## src/rtl/ctrl_pkg.sv

```systemverilog
package ctrl_pkg;
  localparam int OP_W  = 4;
  localparam int FN_W  = 2;
  localparam int ALU_W = FN_W;

  localparam logic [OP_W-1:0] OPC_RALU  = 4'd0;
  localparam logic [OP_W-1:0] OPC_ADDI  = 4'd1;
  localparam logic [OP_W-1:0] OPC_ORI   = 4'd2;
  localparam logic [OP_W-1:0] OPC_LOAD  = 4'd3;
  localparam logic [OP_W-1:0] OPC_STORE = 4'd4;
  localparam logic [OP_W-1:0] OPC_BEQ   = 4'd5;

  localparam logic [ALU_W-1:0] ALU_ADD = 2'd0;
  localparam logic [ALU_W-1:0] ALU_SUB = 2'd1;
  localparam logic [ALU_W-1:0] ALU_AND = 2'd2;
  localparam logic [ALU_W-1:0] ALU_OR  = 2'd3;

  typedef struct packed {
    logic             ext_sign;
    logic             alu_src;
    logic [ALU_W-1:0] alu_op;
    logic             rd_sel;
  } ex_ctrl_t;

  typedef struct packed {
    logic wr;
    logic branch;
  } mem_ctrl_t;

  typedef struct packed {
    logic load_sel;
    logic reg_wr;
  } wb_ctrl_t;

  typedef struct packed {
    ex_ctrl_t  ex;
    mem_ctrl_t mem;
    wb_ctrl_t  wb;
  } ctrl_word_t;

  localparam int EX_W  = $bits(ex_ctrl_t);
  localparam int MEM_W = $bits(mem_ctrl_t);
  localparam int WB_W  = $bits(wb_ctrl_t);
  localparam int CW_W  = $bits(ctrl_word_t);
  localparam int NSTG  = 3;
endpackage

```

## src/rtl/ctrl_decoder.sv

```systemverilog
module ctrl_decoder
  import ctrl_pkg::*;
(
  input  logic [OP_W-1:0] op,
  input  logic [FN_W-1:0] fn,
  output ctrl_word_t      cw
);
  always_comb begin
    cw = '0;
    unique case (op)
      OPC_RALU: begin
        cw.ex.alu_op = fn;
        cw.ex.rd_sel = 1'b1;
        cw.wb.reg_wr = 1'b1;
      end
      OPC_ADDI: begin
        cw.ex.ext_sign = 1'b1;
        cw.ex.alu_src  = 1'b1;
        cw.ex.alu_op   = ALU_ADD;
        cw.wb.reg_wr   = 1'b1;
      end
      OPC_ORI: begin
        cw.ex.alu_src = 1'b1;
        cw.ex.alu_op  = ALU_OR;
        cw.wb.reg_wr  = 1'b1;
      end
      OPC_LOAD: begin
        cw.ex.ext_sign = 1'b1;
        cw.ex.alu_src  = 1'b1;
        cw.ex.alu_op   = ALU_ADD;
        cw.wb.load_sel = 1'b1;
        cw.wb.reg_wr   = 1'b1;
      end
      OPC_STORE: begin
        cw.ex.ext_sign = 1'b1;
        cw.ex.alu_src  = 1'b1;
        cw.ex.alu_op   = ALU_ADD;
        cw.mem.wr      = 1'b1;
      end
      OPC_BEQ: begin
        cw.ex.alu_op  = ALU_SUB;
        cw.mem.branch = 1'b1;
      end
      default: cw = '0;
    endcase
  end
endmodule

```

## src/rtl/pipe_stage_reg.sv

```systemverilog
module pipe_stage_reg #(
  parameter int W = 4
) (
  input  logic         clk,
  input  logic         rst_n,
  input  logic         hold,
  input  logic         kill,
  input  logic [W-1:0] d,
  output logic [W-1:0] q
);
  logic [W-1:0] q_nxt;

  always_comb begin
    if (kill)      q_nxt = '0;
    else if (hold) q_nxt = q;
    else           q_nxt = d;
  end

  always_ff @(posedge clk or negedge rst_n) begin
    if (!rst_n) q <= '0;
    else        q <= q_nxt;
  end
endmodule

```

## src/rtl/pipe_ctrl_chain.sv

```systemverilog
module pipe_ctrl_chain
  import ctrl_pkg::*;
(
  input  logic             clk,
  input  logic             rst_n,
  input  logic [OP_W-1:0]  dec_op,
  input  logic [FN_W-1:0]  dec_fn,
  input  logic [NSTG-1:0]  frz,
  input  logic [NSTG-1:0]  bub,
  input  logic             flush,
  output logic             ex_ext_sign,
  output logic             ex_alu_src,
  output logic [ALU_W-1:0] ex_alu_op,
  output logic             ex_rd_sel,
  output logic             mem_wr,
  output logic             mem_branch,
  output logic             wb_load_sel,
  output logic             wb_reg_wr
);
  localparam int EXM_W = MEM_W + WB_W;

  ctrl_word_t        dec_cw;
  logic [NSTG-1:0]   stg_hold;
  logic [NSTG-1:0]   stg_kill;
  logic [CW_W-1:0]   idex_q;
  logic [EXM_W-1:0]  exmem_q;
  logic [WB_W-1:0]   memwb_q;
  ctrl_word_t        idex_cw;

  ctrl_decoder u_dec (
    .op (dec_op),
    .fn (dec_fn),
    .cw (dec_cw)
  );

  // A freeze at stage k holds every register feeding a stage above k;
  // the register right after stage k takes a bubble unless it is held.
  for (genvar i = 0; i < NSTG; i++) begin : g_ctl
    assign stg_hold[i] = ((frz >> (i + 1)) != '0);
    assign stg_kill[i] = flush | ((frz[i] | bub[i]) & ~stg_hold[i]);
  end

  pipe_stage_reg #(.W(CW_W)) u_idex (
    .clk  (clk),
    .rst_n(rst_n),
    .hold (stg_hold[0]),
    .kill (stg_kill[0]),
    .d    (dec_cw),
    .q    (idex_q)
  );

  assign idex_cw = ctrl_word_t'(idex_q);

  pipe_stage_reg #(.W(EXM_W)) u_exmem (
    .clk  (clk),
    .rst_n(rst_n),
    .hold (stg_hold[1]),
    .kill (stg_kill[1]),
    .d    ({idex_cw.mem, idex_cw.wb}),
    .q    (exmem_q)
  );

  pipe_stage_reg #(.W(WB_W)) u_memwb (
    .clk  (clk),
    .rst_n(rst_n),
    .hold (stg_hold[2]),
    .kill (stg_kill[2]),
    .d    (exmem_q[WB_W-1:0]),
    .q    (memwb_q)
  );

  assign ex_ext_sign = idex_cw.ex.ext_sign;
  assign ex_alu_src  = idex_cw.ex.alu_src;
  assign ex_alu_op   = idex_cw.ex.alu_op;
  assign ex_rd_sel   = idex_cw.ex.rd_sel;
  assign mem_wr      = exmem_q[EXM_W-1];
  assign mem_branch  = exmem_q[EXM_W-2];
  assign wb_load_sel = memwb_q[1];
  assign wb_reg_wr   = memwb_q[0];
endmodule

```

## config.mk

```make
export PLATFORM = sky130hd
export DESIGN_NAME = pipe_ctrl_chain
export DESIGN_NICKNAME = d
export VERILOG_FILES = /design/src/rtl/ctrl_pkg.sv /design/src/rtl/ctrl_decoder.sv /design/src/rtl/pipe_stage_reg.sv /design/src/rtl/pipe_ctrl_chain.sv
export SDC_FILE = /design/constraint.sdc
export NUM_CORES = 1
export LEC_CHECK = 0
export BUFFER_PORTS_ARGS = -buffer_cell sky130_fd_sc_hd__buf_2
export CORE_UTILIZATION = 40
export CTS_BUF_LIST = sky130_fd_sc_hd__clkbuf_4 sky130_fd_sc_hd__clkbuf_8
export CTS_CLUSTER_SIZE = 10
export DETAILED_ROUTE_END_ITERATION = 6
export PLACE_DENSITY = 0.69
export SYNTH_ARGS = -nofsm -noshare
export SYNTH_HDL_FRONTEND = slang
export SYNTH_SLANG_ARGS = --single-unit
```

## constraint.sdc

```tcl
create_clock -name clk -period 0.8 [get_ports clk]
set_input_delay 0.04 -clock clk [delete_from_list [all_inputs] [get_ports clk]]
set_output_delay 0.04 -clock clk [all_outputs]
set_load 0.02 [all_outputs]
```

==> flow_summary.toml, run 1 <==
[outcome]
status = "finished with violations"
failed_checks = "setup timing"

[critical_path]
critical_path_buf_inv_count = 1
critical_path_class = "flop to output pin"
crit_path_start_kind = "flop"
worst_setup_path_end_kind = "output pin"
critical_path_arrival_ns = 0.82
cp_cell_sequence = "buf_6"
worst-path-max-fanout = 2
worst_path_dominant_cell_family = "flip-flops"
required_ns = 0.76
max_stage_delay_ns = 0.41
slowest_stage = "dfrtp_1"

[sta]
setup_violations = 9
final_critical_path_setup_slack_ns = -0.06369
finalClockSkew_ns = 0.002149
max_slew.worst_pin.slew_ns = 0.3302
fin_crit_ns = 0.8637
rsz0062_at_grt = "true"
hold_viol_final = 0
max_clock_freq_mhz = 1158
post-route-period-util_pct = 108.0
relSlewSlack_pct = 77.99
final_max_slew_violation_count = 0

[grt]
grt_util_overall_pct = 14.46
grt_start_max_net_pins = 16
global_route_wire_length_before_repair_um = 2014
grt_pass1_vias = 452
antenna_found_initial = 0
grt-ovfl-total = 0

[die]
initial_core_util_pct = 43.75
die_y_um = 43.06
row_count = 14
core_area_um2 = 1541
die_w_um = 43.06
boundaryPins = 24
design.die.area_um2 = 1854

[power]
static-leakage-power_nw = 0.4531
swShare_pct = 24.59
power_frac_seq_pct = 56.9
netSwitchingPower_mw = 0.3294
cellPowerDensity_nw_per_um2 = 1433
intPower_mw = 1.010
power.clock.fraction_pct = 32.1
combPwrFrac_pct = 11.0
irDropWorstVdd_mv = 0.7919

[yosys]
postSynth.asyncResetShare_pct = 100.0
number_of_enable_type_register_cells_in_the_synthesized_netlist = 0
yosysTopAreaCell = "dfrtp_1"
yosys-top-cells-count = "15 x dfrtp_1, 15 x nand2_1, 6 x o21ai_0, 5 x nand3b_1, 5 x nor2_1"
synth_cells = 67
synthesis.area_um2 = 674.4
postSynth.topFlopCell = "dfrtp_1"
synth_area_leaders = "dfrtp_1 56%, nand2_1 8.3%, nand3b_1 5.6%"
ys_seq_area_share_pct = 55.66
synthesis.area_per_instance_um2 = 10.07
synth_seq_cells = 15
yosysTopAreaCellShare_pct = 55.66
postSynthNetCount = 82
synthesis.yosys.warnings = 0
synth.lib_cells_used.distinct = 20

[finish]
n_fill_cell = 152
layout.cells.non_filler = 113
post_route_cells_drive_above_1_share_pct = 39.18
number_of_diodes_added_for_antenna_fixing = 0
layout-area-overhead-vs-synth_pct = 38.59
finish.net_count = 113

[clock_tree]
clk_transition_reported_paths_ns = 0.09
clkLatencyLatePin_ns = 0.28
clock_tree.buffer_depth = 2
cts_buffers = 3
clock_tree.htree_level_count = 1
tritoncts = "done"
clockRootBuffer = "clkbuf_4"
clkSinkCount = 15

[placement]
hpwlAfterDp_um = 872.7
place.port_buffers = 23
place.gp.congestion = 0.7438
placed_cells_incl_taps = 104
pre_cts_slack_ns = -0.2198

[routing]
drc = 0
routed_wire_length_per_instance_um = 10.99
route.final.wire_length_um = 1242
first_drt_pass_iteration_count = 4
remaining_number_of_nets_flagged_by_the_antenna_check_after_routing = 0
drt_first_iter_violations = 4
detailroute.via_count = 562
post_drt_via_cell_ratio = 4.973

[run]
drv_cap = 0

[hold_path]
min-delay-path-class = "input port to flop"
==> power by group through the flow <==
stage,combinational (mW),sequential (mW),clock (mW)
global placement,0.141,0.777,0
finish,0.147,0.762,0.430
global route,0.166,0.763,0.489
CTS,0.147,0.762,0.449
floorplan,0.0585,0.778,0
detailed placement,0.141,0.777,0
==> kinds of logic after synthesis <==
family	share of synthesized area, %
flops	55.66
simple gates	22.08
mux	1.484
compound gates	15.03
xor+xnor	1.299
buf+inv	4.451
==> final timing paths <==
check	slack, ns	end	depth (start not counted)	startpoint
worst max-delay path	-0.06	ex_rd_sel	1	u_idex.q[4]
worst max register to register	0.06	u_idex.q[5]	3	u_idex.q[5]
max in group asynchronous	0.38	u_idex.q[6]	2	rst_n
min in group asynchronous	0.18	u_memwb.q[0]	2	rst_n
worst min-delay path	0.008	u_idex.q[4]	2	dec_op[1]
worst min register to register	0.49	u_idex.q[3]	2	u_idex.q[3]
==> worst reg2reg max path, stage by stage (launching register included) <==
cell and delay [ns]:
dfrtp_1 0.40, buf_4 0.13, nand2_1 0.04, o21ai_1 0.06
==> flip-flops by register name, indices dropped and copies added (netlist names) <==
| name | count |
|---|---|
| u_idex.q | 9 |
| u_memwb.q | 2 |
| u_exmem.q | 4 |
==> cell type report <==
cell class              count  area [µm²]  share of cell area, %
repair buffers             31       234.0                  25.03
clock buffers               3       22.52                  2.410
multi-input cells          47       277.8                  29.72
flip-flops and latches     15       375.4                  40.16
clock inverters             1       5.005                 0.5355
well taps                  16       20.02                  2.142
==> repair_timing <==
action | CTS | global route
setup endpoints to repair | 9 | 9
resized for setup | 18 | 2
cloned | 0 | 0
endpoints found under the hold margin | 16 | 0
buffers inserted | 2 | 2
hold buffers | 1 | 0
==> placed cells by master (no fill, tap or decap), types with 2 or more instances in the layout <==
| cell | instances |
|---|---|
| a21oi_1 | 4 |
| and2_1 | 2 |
| buf_2 | 14 |
| buf_4 | 7 |
| buf_6 | 9 |
| clkbuf_4 | 3 |
| dfrtp_1 | 15 |
| nand2_1 | 15 |
| nand3b_1 | 5 |
| nor2_1 | 5 |
| o21ai_0 | 4 |
| o21ai_1 | 2 |
==> per-layer routing <==
metal | track usage [%] | share of wire (%)
met2 | 22.73 | 48
met3 | 3.830 | 4.8
met4 | 3.636 | 0
met1 | 19.89 | 47
met5 | 0 | 0
==> stage by stage <==
step	total power [mW]	hold WS (ns)	TNS [ns]	utilization, %	cell area, µm²
after global placement	0.9175	-0.04403	-0.8770	52.60	810.8
after detailed placement	0.9178	-0.03963	-1.101	52.60	810.8
after CTS	1.358	-0.001099	-0.5379	59.66	919.6
final	1.340	0.008193	-0.4362	60.63	934.6
after global routing	1.417	0.03210	-0.7676	60.63	934.6
after floorplan	0.8369	-0.2556	0	-	683.2
No activity file was read; power rests on OpenSTA's default activity.
==> inputs of run 2 (changes only) <==
Settings changed: PLACE_DENSITY 0.69 to 0.66.
Clock period 0.8 ns to 0.9 ns, I/O delays scaled along.
==> flow_summary.toml, run 2 (same netlist as run 1, synthesis figures left out) <==
[outcome]
status = "completed"

[die]
core_area_um2 = 1541
row_count = 14
die_w_um = 43.06
boundaryPins = 24
die_y_um = 43.06
design.die.area_um2 = 1854
initial_core_util_pct = 43.75

[placement]
place.port_buffers = 23
place.gp.congestion = 0.7014
post_dp_cell_area_um2 = 802.0
hpwlAfterDp_um = 866
placed_cells_incl_taps = 104

[power]
static-leakage-power_nw = 0.4485
cellPowerDensity_nw_per_um2 = 1326
irDropWorstVdd_mv = 0.6456

[grt]
grt_start_max_net_pins = 16
global_route_wire_length_before_repair_um = 1945
grt_util_overall_pct = 14.04
grt_pass1_vias = 473
antenna_found_initial = 0
grt-ovfl-total = 0

[clock_tree]
clkSinkCount = 15
clockRootBuffer = "clkbuf_4"
clk_transition_reported_paths_ns = 0.09
cts_buffers = 3
clkLatencyLatePin_ns = 0.28
tritoncts = "done"
clock_tree.buffer_depth = 2
clock_tree.htree_level_count = 1

[sta]
finalClockSkew_ns = 0.001069
fin_crit_ns = 0.8695
max_slew.worst_pin.slew_ns = 0.3426
max_clock_freq_mhz = 1150
final_max_slew_violation_count = 0
hold_viol_final = 0
relSlewSlack_pct = 77.16
rsz0062_at_grt = "true"
post-route-period-util_pct = 96.62
setup_violations = 0

[routing]
first_drt_pass_iteration_count = 4
detailroute.via_count = 573
drt_first_iter_violations = 6
remaining_number_of_nets_flagged_by_the_antenna_check_after_routing = 0
route.final.wire_length_um = 1234
routed_wire_length_per_instance_um = 11.02
drc = 0
post_drt_via_cell_ratio = 5.116

[finish]
largest-register = "u_idex.q"
mostFrequentLayoutCells = "19 x buf_2, 15 x nand2_1, 15 x dfrtp_1"
largest_register_ff_count = 9
post_route_cells_drive_above_1_share_pct = 38.54
fin_util_pct = 58.20
n_fill_cell = 155
register_area_um2 = 375.4
reg.largest.list = "u_idex.q x9, u_exmem.q x4, u_memwb.q x2"
layout-area-overhead-vs-synth_pct = 33.02
number_of_diodes_added_for_antenna_fixing = 0
post-route-cell-area_um2 = 897.1
layout.cells.non_filler = 112
multi_input_comb_area_um2 = 276.5
layout.cells.most_common = "buf_2"
finish.net_count = 112

[critical_path]
r2r-start = "u_idex.q[8]"
worst_setup_path_end_kind = "output pin"
cp_cell_sequence = "buf_6"
crit_path_start_kind = "flop"
worst_path_dominant_cell_family = "flip-flops"
critical_path_arrival_ns = 0.82
critical_path_class = "flop to output pin"
required_ns = 0.85
slowest_stage = "dfrtp_1"
worst-path-max-fanout = 2
max_stage_delay_ns = 0.41
critical_path_buf_inv_count = 1
cp-startpoint = "u_idex.q[8]"

[run]
drv_cap = 0

[hold_path]
min-delay-path-class = "input port to flop"
holdCritStartpoint = "dec_op[0]"
run 2: worst paths after layout:
| path | to | slack (ns) | depth (start not counted) |
|---|---|---|---|
| max in group asynchronous | u_exmem.q[2] | 0.45 | 2 |
| max | ex_ext_sign | 0.03 | 1 |
| max reg2reg | u_idex.q[8] | 0.13 | 3 |
| min in group asynchronous | u_memwb.q[0] | 0.20 | 2 |
| min | u_idex.q[4] | 0.04 | 2 |
| min reg2reg | u_memwb.q[0] | 0.48 | 1 |
run 2: cell type report:
class	instances	share of cell area [%]
sequential	15	41.84
multi-input combinational	47	30.82
timing repair buffer	30	22.04
clock buffer	3	2.510
tap	16	2.232
clock inverter	1	0.5579
run 2: report_power, final:
part	total [mW]	internal, mW	switching, mW
clock	0.382	0.165	0.217
combinational	0.130	0.0582	0.0722
sequential	0.677	0.676	0.00145
run 2: worst register-to-register path: cells and delay by family (launching register included):
kind	cells	cell delay, ns
flip-flops	1	0.41
buffers and inverters	1	0.14
AO/OA/AOI/OAI	1	0.07
AND/OR/NAND/NOR	1	0.04
run 2: routing by layer:
layer | up-vias | part of all wire [%] | GRT usage [%]
met2 | 18 | 47 | 22.73
met4 | 0 | 0.89 | 3.636
met5 | - | 0 | 0
met1 | 264 | 46 | 18.63
li1 | 289 | - | -
met3 | 2 | 6.0 | 3.830
run 2: per-stage QoR:
step	hold slack, ns	power, mW	TNS [ns]	setup WS, ns
2_1_floorplan	-0.2506	0.7428	0	0.08783
3_3_place_gp	-0.03714	0.8118	-0.1921	-0.08977
3_5_place_dp	-0.03099	0.8121	-0.3165	-0.1332
4_1_cts	0.02599	1.208	0	0.008663
5_1_grt	0.04725	1.255	-0.01933	-0.009457
6_report	0.04320	1.190	0	0.03046
run 2: timing repair:
action,4_1_cts,5_1_grt
hold endpoints to repair,16,0
hold buffers,2,0
setup buffers,0,2
setup endpoints to repair,0,6
resized for setup,0,9
==> inputs of run 3 (changes only) <==
Settings changed: CELL_PAD_IN_SITES_DETAIL_PLACEMENT from default to 1, CELL_PAD_IN_SITES_GLOBAL_PLACEMENT from default to 1, CORE_UTILIZATION 40 to 37, PLACE_DENSITY 0.66 to default, PLACE_DENSITY_LB_ADDON from default to 0.1.
==> flow_summary.toml, run 3 (same netlist as run 1, synthesis figures left out) <==
[placement]
place.gp.congestion = 0.7090
place.port_buffers = 23
post_dp_cell_area_um2 = 813.3
hpwlAfterDp_um = 1030
placed_cells_incl_taps = 113
pre_cts_slack_ns = -0.1291

[power]
static-leakage-power_nw = 0.4356
cellPowerDensity_nw_per_um2 = 1301
irDropWorstVdd_mv = 0.7365
totalPowerFinal_mw = 1.190

[critical_path]
worst_setup_path_end_kind = "output pin"
critical_path_buf_inv_count = 1
reg2reg_setup_slack_ns = 0.16
slowest_stage = "dfrtp_1"
worst_path_dominant_cell_family = "flip-flops"
max_stage_delay_ns = 0.41
crit_path_start_kind = "flop"
worst-path-max-fanout = 2
required_ns = 0.85
cp_cell_sequence = "buf_6"
critical_path_class = "flop to output pin"
critical_path_arrival_ns = 0.82

[clock_tree]
cts_buffers = 3
clock_tree.htree_level_count = 1
clkSinkCount = 15
clkLatencyLatePin_ns = 0.28
clk_transition_reported_paths_ns = 0.09
clock_tree.buffer_depth = 2
tritoncts = "done"
clockRootBuffer = "clkbuf_4"

[sta]
fin_crit_ns = 0.8686
final_critical_path_setup_slack_ns = 0.03140
max_slew.worst_pin.slew_ns = 0.3396
setup_violations = 0
fin_worst_hold_slack_ns = 0.02145
finalClockSkew_ns = 0.0004634
fin_setup_tns_ns = 0
rsz0062_at_grt = "true"
final_max_slew_violation_count = 0
hold_viol_final = 0
max_clock_freq_mhz = 1151
post-route-period-util_pct = 96.51
relSlewSlack_pct = 77.36

[run]
drv_cap = 0

[outcome]
status = "completed"

[die]
initial_core_util_pct = 39.49
row_count = 15
die_w_um = 44.70
core_area_um2 = 1708
die_y_um = 44.70
boundaryPins = 24
design.die.area_um2 = 1998

[finish]
largest-register = "u_idex.q"
layout.cells.non_filler = 119
finish.net_count = 110
mostFrequentLayoutCells = "15 x nand2_1, 15 x dfrtp_1, 14 x buf_2"
post-route-cell-area_um2 = 914.6
n_fill_cell = 204
post_route_cells_drive_above_1_share_pct = 37.23
number_of_diodes_added_for_antenna_fixing = 0
largest_register_ff_count = 9
layout-area-overhead-vs-synth_pct = 35.62
reg.largest.list = "u_idex.q x9, u_exmem.q x4, u_memwb.q x2"
fin_util_pct = 53.55

[hold_path]
min-delay-path-class = "input port to flop"

[routing]
first_drt_pass_iteration_count = 4
post_drt_via_cell_ratio = 4.924
drc = 0
detailroute.via_count = 586
route.final.wire_length_um = 1493
routed_wire_length_per_instance_um = 12.55
remaining_number_of_nets_flagged_by_the_antenna_check_after_routing = 0
drt_first_iter_violations = 10

[grt]
antenna_found_initial = 0
grt_pass1_vias = 542
global_route_wire_length_before_repair_um = 2352
grt_start_max_net_pins = 16
grt-ovfl-total = 0
grt_util_overall_pct = 17.28
## run 3: cell types whose count changed in the layout (fill, tap and decap cells not counted), sizes merged
cell / delta
dlygate4sd3: -1
buf: -1
## run 3: where the power goes
group	leakage (nW)	total (mW)	internal [mW]	switching (mW)
Combinational	0.208	0.130	0.0554	0.0745
Sequential	0.209	0.677	0.676	0.00157
Clock	0.0177	0.383	0.165	0.218
## run 3: timing repair
action | 4_1_cts | 5_1_grt
gates resized for setup | 0 | 18
hold endpoints to repair | 15 | 0
buffers inserted | 0 | 1
setup endpoints to repair | 0 | 9
hold buffers | 1 | 0
## run 3: path summary, 6_finish.rpt
path,start,end,cells past startpoint
worst max-delay path,u_idex.q[4],ex_rd_sel,1
worst min-delay path,dec_op[1],u_idex.q[4],2
worst max register to register,u_exmem.q[3],u_exmem.q[3],3
worst min register to register,u_idex.q[0],u_idex.q[0],2
max in group asynchronous,rst_n,u_exmem.q[3],2
min in group asynchronous,rst_n,u_memwb.q[0],2
## run 3: routing by layer
layer / part of all wire (%) / GRT usage (%) / wire, µm / vias to the layer above
met5: 0 / 0 / 0 / -
met4: 1.5 / 10.91 / 23 / 0
met3: 4.6 / 4.800 / 69 / 4
met2: 52 / 27.94 / 770 / 17
met1: 42 / 20.26 / 630 / 283
li1: - / - / - / 282
## run 3: area by class of cell
type	instances	area, µm²	share of cell area (%)
Clock buffer	3	22.52	2.462
Clock inverter	1	5.005	0.5472
Multi-Input combinational cell	47	269.0	29.41
Sequential cell	15	375.4	41.04
Tap cell	25	31.28	3.420
Timing Repair Buffer	28	211.5	23.12
